==> src/rtl/mdw_pkg.sv <==
package mdw_pkg;

  typedef enum logic [2:0] {
    OP_NONE    = 3'd0,
    OP_INS_MEM = 3'd1,
    OP_INS_BAR = 3'd2,
    OP_REGS    = 3'd3,
    OP_DONE    = 3'd4,
    OP_SQUASH  = 3'd5,
    OP_RESCHED = 3'd6,
    OP_REPLAY  = 3'd7
  } mdw_op_e;

  typedef enum logic [1:0] {
    K_LOAD     = 2'd0,
    K_STORE    = 2'd1,
    K_BAR_FULL = 2'd2,
    K_BAR_WR   = 2'd3
  } mdw_kind_e;

endpackage

==> src/rtl/mdw_lowest.sv <==
module mdw_lowest #(
  parameter int N = 16,
  localparam int IW = (N > 1) ? $clog2(N) : 1
) (
  input  logic [N-1:0]  req,
  output logic          found,
  output logic [IW-1:0] idx
);

  always_comb begin
    found = 1'b0;
    idx   = '0;
    for (int i = N - 1; i >= 0; i--) begin
      if (req[i]) begin
        found = 1'b1;
        idx   = IW'(i);
      end
    end
  end

endmodule

==> src/rtl/mdw_fifo.sv <==
module mdw_fifo #(
  parameter int W     = 8,
  parameter int DEPTH = 4,
  localparam int AW = (DEPTH > 1) ? $clog2(DEPTH) : 1,
  localparam int CW = $clog2(DEPTH + 1)
) (
  input  logic         clk,
  input  logic         rst,
  input  logic         push,
  input  logic [W-1:0] din,
  output logic         full,
  input  logic         pop,
  output logic [W-1:0] dout,
  output logic         empty
);

  logic [W-1:0]  mem [DEPTH];
  logic [AW-1:0] wr_ptr, rd_ptr;
  logic [CW-1:0] cnt;
  logic          do_push, do_pop;

  assign full    = (cnt == CW'(DEPTH));
  assign empty   = (cnt == '0);
  assign do_push = push && !full;
  assign do_pop  = pop && !empty;
  assign dout    = mem[rd_ptr];

  // storage without reset so it maps onto distributed or block RAM
  always_ff @(posedge clk) begin
    if (do_push) mem[wr_ptr] <= din;
  end

  always_ff @(posedge clk) begin
    if (rst) begin
      wr_ptr <= '0;
      rd_ptr <= '0;
      cnt    <= '0;
    end else begin
      if (do_push) wr_ptr <= (wr_ptr == AW'(DEPTH - 1)) ? '0 : wr_ptr + 1'b1;
      if (do_pop)  rd_ptr <= (rd_ptr == AW'(DEPTH - 1)) ? '0 : rd_ptr + 1'b1;
      case ({do_push, do_pop})
        2'b10:   cnt <= cnt + 1'b1;
        2'b01:   cnt <= cnt - 1'b1;
        default: cnt <= cnt;
      endcase
    end
  end

  // the producer side never pushes into a full FIFO
  p_fifo_no_overflow_r12: assert property (@(posedge clk) disable iff (rst)
    push |-> !full);

  // an offered word is held until it is taken
  p_fifo_hold_r12: assert property (@(posedge clk) disable iff (rst)
    (!empty && !pop) |=> (!empty && $stable(dout)));

endmodule

==> src/rtl/memdep_wakeup.sv <==
module memdep_wakeup
  import mdw_pkg::*;
#(
  parameter int ENTRIES    = 16,
  parameter int SEQ_W      = 16,
  parameter int TID_W      = 2,
  parameter int FIFO_DEPTH = 4,
  localparam int IDX_W = (ENTRIES > 1) ? $clog2(ENTRIES) : 1,
  localparam int OUT_W = SEQ_W + TID_W
) (
  input  logic             clk,
  input  logic             rst,
  input  logic             cmd_valid,
  input  logic [2:0]       cmd_op,
  input  logic [SEQ_W-1:0] cmd_seq,
  input  logic [TID_W-1:0] cmd_tid,
  input  logic             cmd_store,
  input  logic             cmd_full_bar,
  input  logic             cmd_regs_rdy,
  input  logic [SEQ_W-1:0] cmd_pred,
  output logic             tbl_full,
  output logic             rdy_valid,
  input  logic             rdy_ready,
  output logic [SEQ_W-1:0] rdy_seq,
  output logic [TID_W-1:0] rdy_tid
);

  // ---------------- entry table ----------------
  logic [ENTRIES-1:0] e_val, e_dying, e_regs, e_mem, e_hasp, e_pend, e_rply;
  logic [SEQ_W-1:0]   e_seq  [ENTRIES];
  logic [TID_W-1:0]   e_tid  [ENTRIES];
  mdw_kind_e          e_kind [ENTRIES];
  logic [IDX_W-1:0]   e_prod [ENTRIES];

  // barrier registers
  logic             lb_v, sb_v;
  logic [SEQ_W-1:0] lb_seq, sb_seq;

  // ---------------- command decode ----------------
  mdw_op_e op;
  logic is_ins_mem, is_ins_bar, is_regs, is_done, is_sq, is_rs, is_rp;

  assign op         = cmd_valid ? mdw_op_e'(cmd_op) : OP_NONE;
  assign is_ins_mem = (op == OP_INS_MEM);
  assign is_ins_bar = (op == OP_INS_BAR);
  assign is_regs    = (op == OP_REGS);
  assign is_done    = (op == OP_DONE);
  assign is_sq      = (op == OP_SQUASH);
  assign is_rs      = (op == OP_RESCHED);
  assign is_rp      = (op == OP_REPLAY);

  // ---------------- lookups ----------------
  logic [ENTRIES-1:0] live, key_hit, prod_hit, kill, wake, pend_vis;
  logic [SEQ_W-1:0]   psel;
  logic [IDX_W-1:0]   key_idx, prod_idx, alloc_idx, push_idx;
  logic               key_found, prod_found, any_free, push_any, push;
  logic               fifo_full, fifo_empty;
  logic [OUT_W-1:0]   fifo_dout;

  assign live = e_val & ~e_dying;

  // producer choice: active barrier first, then the predicted producer
  always_comb begin
    if (!cmd_store && lb_v)      psel = lb_seq;
    else if (cmd_store && sb_v)  psel = sb_seq;
    else                         psel = cmd_pred;
  end

  always_comb begin
    for (int i = 0; i < ENTRIES; i++) begin
      key_hit[i]  = live[i] && (e_seq[i] == cmd_seq) && (e_tid[i] == cmd_tid);
      prod_hit[i] = live[i] && (psel != '0) && (e_seq[i] == psel);
      kill[i]     = is_sq && e_val[i] && (e_tid[i] == cmd_tid) && (e_seq[i] > cmd_seq);
    end
  end

  mdw_lowest #(.N(ENTRIES)) u_key (.req(key_hit),  .found(key_found),  .idx(key_idx));
  mdw_lowest #(.N(ENTRIES)) u_prd (.req(prod_hit), .found(prod_found), .idx(prod_idx));
  mdw_lowest #(.N(ENTRIES)) u_free(.req(~e_val),   .found(any_free),   .idx(alloc_idx));

  // dependents released by a completing producer or orphaned by a squash
  always_comb begin
    for (int i = 0; i < ENTRIES; i++) begin
      wake[i] = live[i] && !kill[i] && e_hasp[i] &&
                ((is_done && key_found && (e_prod[i] == key_idx)) || kill[e_prod[i]]);
    end
  end

  assign pend_vis = e_pend & ~kill;
  mdw_lowest #(.N(ENTRIES)) u_push(.req(pend_vis), .found(push_any), .idx(push_idx));
  assign push = push_any && !fifo_full;

  assign tbl_full = !any_free;

  // ---------------- table update ----------------
  always_ff @(posedge clk) begin
    if (rst) begin
      e_val   <= '0;
      e_dying <= '0;
      e_regs  <= '0;
      e_mem   <= '0;
      e_hasp  <= '0;
      e_pend  <= '0;
      e_rply  <= '0;
      for (int i = 0; i < ENTRIES; i++) begin
        e_seq[i]  <= '0;
        e_tid[i]  <= '0;
        e_kind[i] <= K_LOAD;
        e_prod[i] <= '0;
      end
    end else begin
      for (int i = 0; i < ENTRIES; i++) begin
        // slot freed one cycle after completion
        if (e_dying[i]) begin
          e_val[i]   <= 1'b0;
          e_dying[i] <= 1'b0;
          e_pend[i]  <= 1'b0;
          e_rply[i]  <= 1'b0;
          e_hasp[i]  <= 1'b0;
        end
        if (push && (push_idx == IDX_W'(i))) e_pend[i] <= 1'b0;
        if (kill[i]) begin
          e_val[i]   <= 1'b0;
          e_dying[i] <= 1'b0;
          e_pend[i]  <= 1'b0;
          e_rply[i]  <= 1'b0;
          e_hasp[i]  <= 1'b0;
        end
        if (wake[i]) begin
          e_hasp[i] <= 1'b0;
          e_mem[i]  <= 1'b1;
          if (e_regs[i]) e_pend[i] <= 1'b1;
        end
        if (key_found && (key_idx == IDX_W'(i))) begin
          if (is_regs && (e_kind[i] == K_LOAD || e_kind[i] == K_STORE)) begin
            e_regs[i] <= 1'b1;
            if (e_mem[i]) e_pend[i] <= 1'b1;
          end
          if (is_done) begin
            e_dying[i] <= 1'b1;
            e_pend[i]  <= 1'b0;
            e_rply[i]  <= 1'b0;
          end
          if (is_rs && e_mem[i] && e_regs[i]) e_rply[i] <= 1'b1;
        end
        if (is_rp && e_rply[i]) begin
          e_rply[i] <= 1'b0;
          e_pend[i] <= 1'b1;
        end
        if (any_free && (alloc_idx == IDX_W'(i)) && (is_ins_mem || is_ins_bar)) begin
          e_val[i]   <= 1'b1;
          e_dying[i] <= 1'b0;
          e_seq[i]   <= cmd_seq;
          e_tid[i]   <= cmd_tid;
          e_rply[i]  <= 1'b0;
          e_prod[i]  <= prod_idx;
          if (is_ins_mem) begin
            e_kind[i] <= cmd_store ? K_STORE : K_LOAD;
            e_regs[i] <= cmd_regs_rdy;
            e_mem[i]  <= !prod_found;
            e_hasp[i] <= prod_found;
            e_pend[i] <= cmd_regs_rdy && !prod_found;
          end else begin
            e_kind[i] <= cmd_full_bar ? K_BAR_FULL : K_BAR_WR;
            e_regs[i] <= 1'b0;
            e_mem[i]  <= 1'b0;
            e_hasp[i] <= 1'b0;
            e_pend[i] <= 1'b0;
          end
        end
      end
    end
  end

  // ---------------- barrier registers ----------------
  mdw_kind_e done_kind;
  assign done_kind = e_kind[key_idx];

  always_ff @(posedge clk) begin
    if (rst) begin
      lb_v   <= 1'b0;
      sb_v   <= 1'b0;
      lb_seq <= '0;
      sb_seq <= '0;
    end else if (is_ins_bar && any_free) begin
      sb_v   <= 1'b1;
      sb_seq <= cmd_seq;
      if (cmd_full_bar) begin
        lb_v   <= 1'b1;
        lb_seq <= cmd_seq;
      end
    end else if (is_done && key_found) begin
      if (done_kind == K_BAR_FULL && lb_seq == cmd_seq) lb_v <= 1'b0;
      if ((done_kind == K_BAR_FULL || done_kind == K_BAR_WR) && sb_seq == cmd_seq)
        sb_v <= 1'b0;
    end
  end

  // ---------------- release FIFO ----------------
  mdw_fifo #(.W(OUT_W), .DEPTH(FIFO_DEPTH)) u_out (
    .clk   (clk),
    .rst   (rst),
    .push  (push),
    .din   ({e_tid[push_idx], e_seq[push_idx]}),
    .full  (fifo_full),
    .pop   (rdy_ready),
    .dout  (fifo_dout),
    .empty (fifo_empty)
  );

  assign rdy_valid = !fifo_empty;
  assign rdy_seq   = fifo_dout[SEQ_W-1:0];
  assign rdy_tid   = fifo_dout[OUT_W-1:SEQ_W];

  // ---------------- assertions ----------------
  // an insert into a full table changes no occupancy
  p_full_refuse_r11: assert property (@(posedge clk) disable iff (rst)
    ((is_ins_mem || is_ins_bar) && tbl_full) |=> ($countones(e_val) <= $past($countones(e_val))));

  // nothing younger of the squashed thread survives the squash
  p_squash_clears_r8: assert property (@(posedge clk) disable iff (rst)
    is_sq |=> ((e_val & $past(kill)) == '0));

  // the offered operation is stable while stalled
  p_out_stable_r12: assert property (@(posedge clk) disable iff (rst)
    (rdy_valid && !rdy_ready) |=> (rdy_valid && $stable(rdy_seq) && $stable(rdy_tid)));

  // a release is only ever queued for a memory-ready live entry
  for (genvar g = 0; g < ENTRIES; g++) begin : g_chk
    p_pend_memready_r4: assert property (@(posedge clk) disable iff (rst)
      e_pend[g] |-> (e_mem[g] && e_val[g]));
  end

endmodule

==> config.mk <==
export PLATFORM = sky130hd
export DESIGN_NAME = memdep_wakeup
export DESIGN_NICKNAME = d
export VERILOG_FILES = /design/src/rtl/mdw_pkg.sv /design/src/rtl/mdw_lowest.sv /design/src/rtl/mdw_fifo.sv /design/src/rtl/memdep_wakeup.sv
export SDC_FILE = /design/constraint.sdc
export NUM_CORES = 2
export LEC_CHECK = 0
export ABC_AREA = 1
export BUFFER_PORTS_ARGS = -buffer_cell sky130_fd_sc_hd__buf_2
export CORE_UTILIZATION = 40
export DETAILED_ROUTE_END_ITERATION = 6
export PLACE_DENSITY = 0.64
export SYNTH_ARGS = -nofsm -noshare
export SYNTH_HDL_FRONTEND = slang
export SYNTH_SLANG_ARGS = --single-unit
==> constraint.sdc <==
create_clock -name clk -period 13.54 [get_ports clk]
set_input_delay 2.708 -clock clk [delete_from_list [all_inputs] [get_ports clk]]
set_output_delay 2.708 -clock clk [all_outputs]
set_load 0.005 [all_outputs]
Word-level counts from Yosys, hierarchy flattened
Memory sizes are Yosys's and may differ from the RTL's. A register that Yosys moved wholly into a read port is not among the register bits.
Cells that the tools add are included.
- register bits: 153
- memory bits (writable): 456
- input bits: 44
- word-level logic and storage cells: 1741
- memories: 5
- add/sub/neg operators: 4
- $lt $le $gt $ge: 32
- equality and inequality tests: 142
- mux-type cells: 828
- bitwise gates (word level): 101
- reductions and logical operators: 525
- memory list (name ; depth ; bits a word ; rd ports ; clocked after Yosys merged registers in ; write ports ; line ; source):
    e_seq ; 16 ; 16 ; 17 ; 0 ; 16 ; memdep_wakeup.sv:30 ; logic [SEQ_W-1:0] e_seq [ENTRIES];
    u_out.mem ; 4 ; 18 ; 1 ; 1 ; 1 ; mdw_fifo.sv:17 ; logic [W-1:0] mem [DEPTH];
    e_prod ; 16 ; 4 ; 16 ; 0 ; 16 ; memdep_wakeup.sv:33 ; logic [IDX_W-1:0] e_prod [ENTRIES];
    e_kind ; 16 ; 2 ; 17 ; 0 ; 16 ; memdep_wakeup.sv:32 ; mdw_kind_e e_kind [ENTRIES];
    e_tid ; 16 ; 2 ; 17 ; 0 ; 16 ; memdep_wakeup.sv:31 ; logic [TID_W-1:0] e_tid [ENTRIES];
- operator list (kind ; count):
    $mux 1 ; 660
    $eq 16x16->1 ; 34
    $mux 4 ; 80
    $logic_and 1x1->1 ; 314
    $mux 16 ; 18
    $gt 16x16->1 ; 16
    $mux 2 ; 52
    $reduce_bool 2->1 ; 52
    $eq 4x4->1 const B ; 24
    $reduce_or 3->1 ; 32
    $lt 4x5->1 const B ; 16
    $or 1x1->1 ; 80
    $bmux 1 s4 ; 16
    $eq 4x4->1 ; 16
    $reduce_bool 4->1 ; 16
    $eq 4x3->1 const B ; 12
    $not 16->16 ; 3
    $reduce_bool 3->1 ; 16
    $reduce_and 2->1 ; 18
    $eq 2x1->1 const B ; 17
    $logic_or 1x1->1 ; 34
    $and 16x16->16 ; 2
    $eq 2x2->1 ; 16
    $logic_not 2->1 ; 16
    18 further kinds ; 72

Depth between registers and ports, before layout
- depth in word-level cells: 35
- mapped depth: 36

Modules after synthesis
A second synthesis with hierarchy kept.
- cells, all modules: 5200
- area, all modules: 40806.6 µm²
- by module, submodules not included (module ; times used ; cells an instance ; area each (µm²) ; seq. area each (µm²)):
    memdep_wakeup ; 1 ; 4759 ; 36744.0 ; 14453.9
    mdw_fifo ; 1 ; 245 ; 3226.8 ; 2342.2
    mdw_lowest ; 4 ; 49 ; 209.0 ; 0.0

Least setup slack after synthesis
OpenSTA, ideal clock, no wires.
- path kind: input -> register
- start point: input port cmd_seq[3]
- end point: memory u_out.mem[0][0] (netlist bit) (enable)
- setup time: 393 ps
- arrival time: 5771 ps
- setup slack: 7377 ps
- cell stages on the path: 18
- path buffers: 1
- cells stage by stage: inv_1 > ha_1 > nand2_1 > inv_1 > a221oi_1 > nor2_1 > o21bai_1 > nand2_1 > nand2_1 > nand2_1 > nand2_1 > nor2_2 > nand2_2 > nor2_1 > nor2_1 > inv_2 > buf_4 > nor2_1
- word-level cells in the longest chain between the ends: 24
- elaborated cells on any way between the ends: 54
- those cells by class: 16 x order compare; 18 x mux; 2 x bitwise; 18 x reduce/logical
- RTL lines (what ; line ; source):
    start, declared ; memdep_wakeup.sv:15 ; input logic [SEQ_W-1:0] cmd_seq,
    $gt 16x16->1 ; memdep_wakeup.sv:73 ; kill[i] = is_sq && e_val[i] && (e_tid[i] == cmd_tid) && (e_seq[i] > cmd_seq);
    $logic_and 1x1->1 ; memdep_wakeup.sv:73 ;
    $not 16->16 * ; memdep_wakeup.sv:89 ; assign pend_vis = e_pend & ~kill;
    $and 16x16->16 * ; memdep_wakeup.sv:89 ;
    $mux 1 (15 in series) ; mdw_lowest.sv:14 ; if (req[i]) begin
    $mux 1 * ; mdw_lowest.sv:14 ;
    $logic_and 1x1->1 * ; memdep_wakeup.sv:91 ; assign push = push_any && !fifo_full;
    $logic_and 1x1->1 * ; mdw_fifo.sv:24 ; assign do_push = push && !full;
    $mux 1 * ; mdw_fifo.sv:30 ; if (do_push) mem[wr_ptr] <= din;
    $mux 1 (implied by the code) * ; mdw_fifo.sv:30 ;
    end, declared ; mdw_fifo.sv:17 ;
Every way passes the cells marked *; elsewhere a longest branch is shown, timed or not.

Final worst setup path
- start point: input port cmd_seq[10]
- end point: memory u_out.mem[1][7] (netlist bit) (data pin)
- word-level cells in the longest chain between the ends: 21
- elaborated cells on any way between the ends: 51
- those cells by class: 16 x order compare; 16 x mux; 2 x bitwise; 16 x reduce/logical; 1 x memory
- RTL lines (what ; line ; source):
    $gt 16x16->1 ; memdep_wakeup.sv:73 ;
    $logic_and 1x1->1 ; memdep_wakeup.sv:73 ;
    $not 16->16 * ; memdep_wakeup.sv:89 ;
    $and 16x16->16 * ; memdep_wakeup.sv:89 ;
    $mux 4 (15 in series) ; mdw_lowest.sv:14 ;
    $mux 4 * ; mdw_lowest.sv:14 ;
    $mem_v2 16x16 * ; - ;
    net u_out.din[7] ; mdw_fifo.sv:10 ; input logic [W-1:0] din,
The timed path passes the listed nets; every way through them passes the cells marked *.

==> flow_summary.json <==
{
  "cts_repair_resize_count": 0,
  "ir_worst_vdd_v": 0.0000790,
  "maxCapViolations": 0,
  "cell_at_the_root_of_the_clock_tree": "sky130_fd_sc_hd__clkbuf_16",
  "overall_routing_resource_usage_pct": 35.3,
  "finish.net_count": 5679,
  "critical_path.max_stage_delay_ps": 880,
  "synth_area_sq_um": 41800,
  "power.leakage_nw": 18.8,
  "regToRegSetupSlack_ps": 5380,
  "area_growth_pct": 9.68,
  "max_slew_headroom_at_the_worst_pin_pct": 15.5,
  "average_cell_area_after_synthesis_sq_um": 7.75,
  "dr_total_vias": 42610,
  "antenna_found_initial": 11,
  "drt_iter0_markers": 7285,
  "first_global_vias": 38153,
  "cts_made_buffers": 71,
  "maximum_number_of_buffers_from_clock_root_to_sink": 3,
  "dieHeight_um": 325,
  "post-route-util_pct": 44.3,
  "port-buffer-count": 63,
  "fin_crit_sh_pct": 77.2,
  "routed_wire_length_per_instance_um": 28.3,
  "yosysWarnings": 0,
  "worst_skew_pair.late_latency_ps": 660,
  "firstDrtPassIters": 7,
  "global_route_wire_length_before_repair_um": 270000,
  "antenna_violating_nets_post_route": 0,
  "place.gp.congestion": 1.08,
  "viasPerCell": 6.26,
  "synth.top_cell.area_share_pct": 32.8,
  "finish.instance_area_sq_um": 45800,
  "period_minus_slack_ps": 10450,
  "switchingPower_mw": 1.39,
  "required_time_of_the_critical_path_ps": 13840,
  "critical_path.slowest_cell": "sky130_fd_sc_hd__nand2_2",
  "synth-seq-area-share_pct": 40.2,
  "synth_top_area_cell": "sky130_fd_sc_hd__edfxtp_1",
  "pwr_density_cell_nw_per_um2": 106,
  "post_synth_most_frequent_cells": "sky130_fd_sc_hd__nand2_1 (1069), sky130_fd_sc_hd__nor2_1 (637), sky130_fd_sc_hd__nand3_1 (525), sky130_fd_sc_hd__inv_1 (523), sky130_fd_sc_hd__edfxtp_1 (456)",
  "placementRows": 118,
  "cts.reportedPaths.clkPinSlew_ps": 60,
  "share_clk_of_total_power_pct": 43.0,
  "largest_fanout_on_the_critical_path": 78,
  "timing.final.setup_violations": 0,
  "dpl-instance-area_sq_um": 43400,
  "coreArea_sq_um": 103000,
  "grt_start_max_net_pins": 87,
  "overflow": 0,
  "slew_violations": 0,
  "power.switching_fraction_pct": 28.5,
  "dp.final_hpwl_um": 136000,
  "seqPwrFrac_pct": 45.0,
  "cp_common_cell": "sky130_fd_sc_hd__nand2_1",
  "cell_internal_pwr_mw": 3.48,
  "num-fill-cells": 10263,
  "share_comb_of_total_power_pct": 11.9,
  "skew_ps": 39.1,
  "yosys_register_bits": 611,
  "clkSinkCount": 611,
  "h-tree-depth": 3,
  "synth_enable_flop_cells": 456,
  "crit_path_end_kind": "flip-flop",
  "postSynthNetCount": 5698,
  "tritoncts": "built",
  "syn-instance-count": 5391,
  "routed_wl_um": 193000,
  "timing.critical_path.from_type": "input pin",
  "min_path_type": "flip-flop to flip-flop",
  "timing.setup.critical_path_class": "input pin to flip-flop",
  "grt_setup_unrepaired": "no",
  "final_hold_viol_count": 0,
  "drc": 0,
  "post_route_cells_drive_above_1_share_pct": 6.36,
  "post-cts-setup-buffers": 0,
  "worstMarginPinSlew_ps": 1260,
  "dieArea_sq_um": 106000,
  "result_of_the_run": "complete, no violations",
  "netlist-cell-type-count": 71,
  "synth_ff_type": "sky130_fd_sc_hd__edfxtp_1",
  "synth_top_cells_by_area": "sky130_fd_sc_hd__edfxtp_1 (33%), sky130_fd_sc_hd__nand2_1 (9.6%), sky130_fd_sc_hd__ha_1 (7.8%), sky130_fd_sc_hd__dfxtp_1 (7.4%), sky130_fd_sc_hd__nand3_1 (6.3%)",
  "worstPathArrival_ps": 10750,
  "clock.fmax_mhz": 95.7,
  "top_level_ports": 64,
  "async_reset_ff_share_pct": 0,
  "postCtsHoldBufs": 0,
  "tns_ps": 0,
  "die_width_um": 325,
  "initial_core_util_pct": 40.4,
  "post-synth-top-count-cell": "sky130_fd_sc_hd__nand2_1"
}
worst max-delay path: cells and delay by family:
family | cells | cell delay (ps)
simple gates | 26 | 5370
buf+inv | 6 | 2390
fa+ha+maj | 1 | 160
through the flow:
stage | hold slack, ps | worst slack (ps) | instances | power (mW)
floorplan | 434 | 7380 | 5391 | 2.52
global placement | 454 | 3280 | 6679 | 2.77
detailed placement | 458 | 3080 | 6679 | 2.78
CTS | 467 | 3730 | 6807 | 4.83
global route | 494 | 2980 | 6807 | 4.97
finish | 472 | 3090 | 6810 | 4.87
state kept, by name, summed over array words and instances (netlist names), 3 cells and up, named ones only:
register / cells
u_out.mem: 72
e_mem: 16
e_dying: 16
e_regs: 16
e_pend: 16
e_rply: 16
e_hasp: 16
lb_seq: 16
e_tid: 32
e_prod: 64
e_val: 16
sb_seq: 16
u_out.cnt: 3
e_kind: 32
e_seq: 256
cell type report:
class	count	area (sq um)	share of cell area (%)
Multi-Input combinational cell	3971	21800	47.5
Clock inverter	45	517	1.13
Clock buffer	83	1950	4.25
Inverter	577	2170	4.74
Antenna cell	3	7.51	0.0164
Tap cell	1380	1730	3.77
Timing Repair Buffer	140	893	1.95
Sequential cell	611	16800	36.6
path summary, 6_finish.rpt:
kind | start | to | cells past startpoint
max | cmd_seq[10] | u_out.mem[1][7] | 33
min | e_mem[2] | e_mem[2] | 2
max reg2reg | e_seq[13][14] | u_out.mem[1][7] | 30
min reg2reg | e_mem[2] | e_mem[2] | 2
metal layers:
layer  share of wire [%]  global-route usage (%)
met4                 7.7                    22.5
met1                  37                    46.8
met3                  15                    10.1
met5               0.037                       0
met2                  40                    50.2
logic make-up after synthesis:
logic type	synth area share (%)
xor gates and xnor gates	2.77
and+or+nand+nor	28.5
AOI/OAI and AO/OA	12.8
buffers and inverters	7.84
DFF	40.2
adders and majority gates	7.89
power by group through the flow:
stage | combinational [mW] | sequential [mW] | clock [mW]
2_1_floorplan | 0.363 | 2.16 | 0
3_3_place_gp | 0.543 | 2.22 | 0
3_5_place_dp | 0.554 | 2.22 | 0
4_1_cts | 0.556 | 2.18 | 2.09
5_1_grt | 0.622 | 2.19 | 2.15
6_report | 0.581 | 2.19 | 2.10
placed cells by master, fill, tap and decap left out, drive strengths merged, types with 83 or more instances in the layout:
cell,n
a21oi,289
buf,140
clkbuf,83
dfxtp,155
edfxtp,456
ha,262
inv,547
nand2,1087
nand3,529
nand3b,92
nand4,177
nor2,651
o21ai,341
Power figures use the tool's default switching activity.
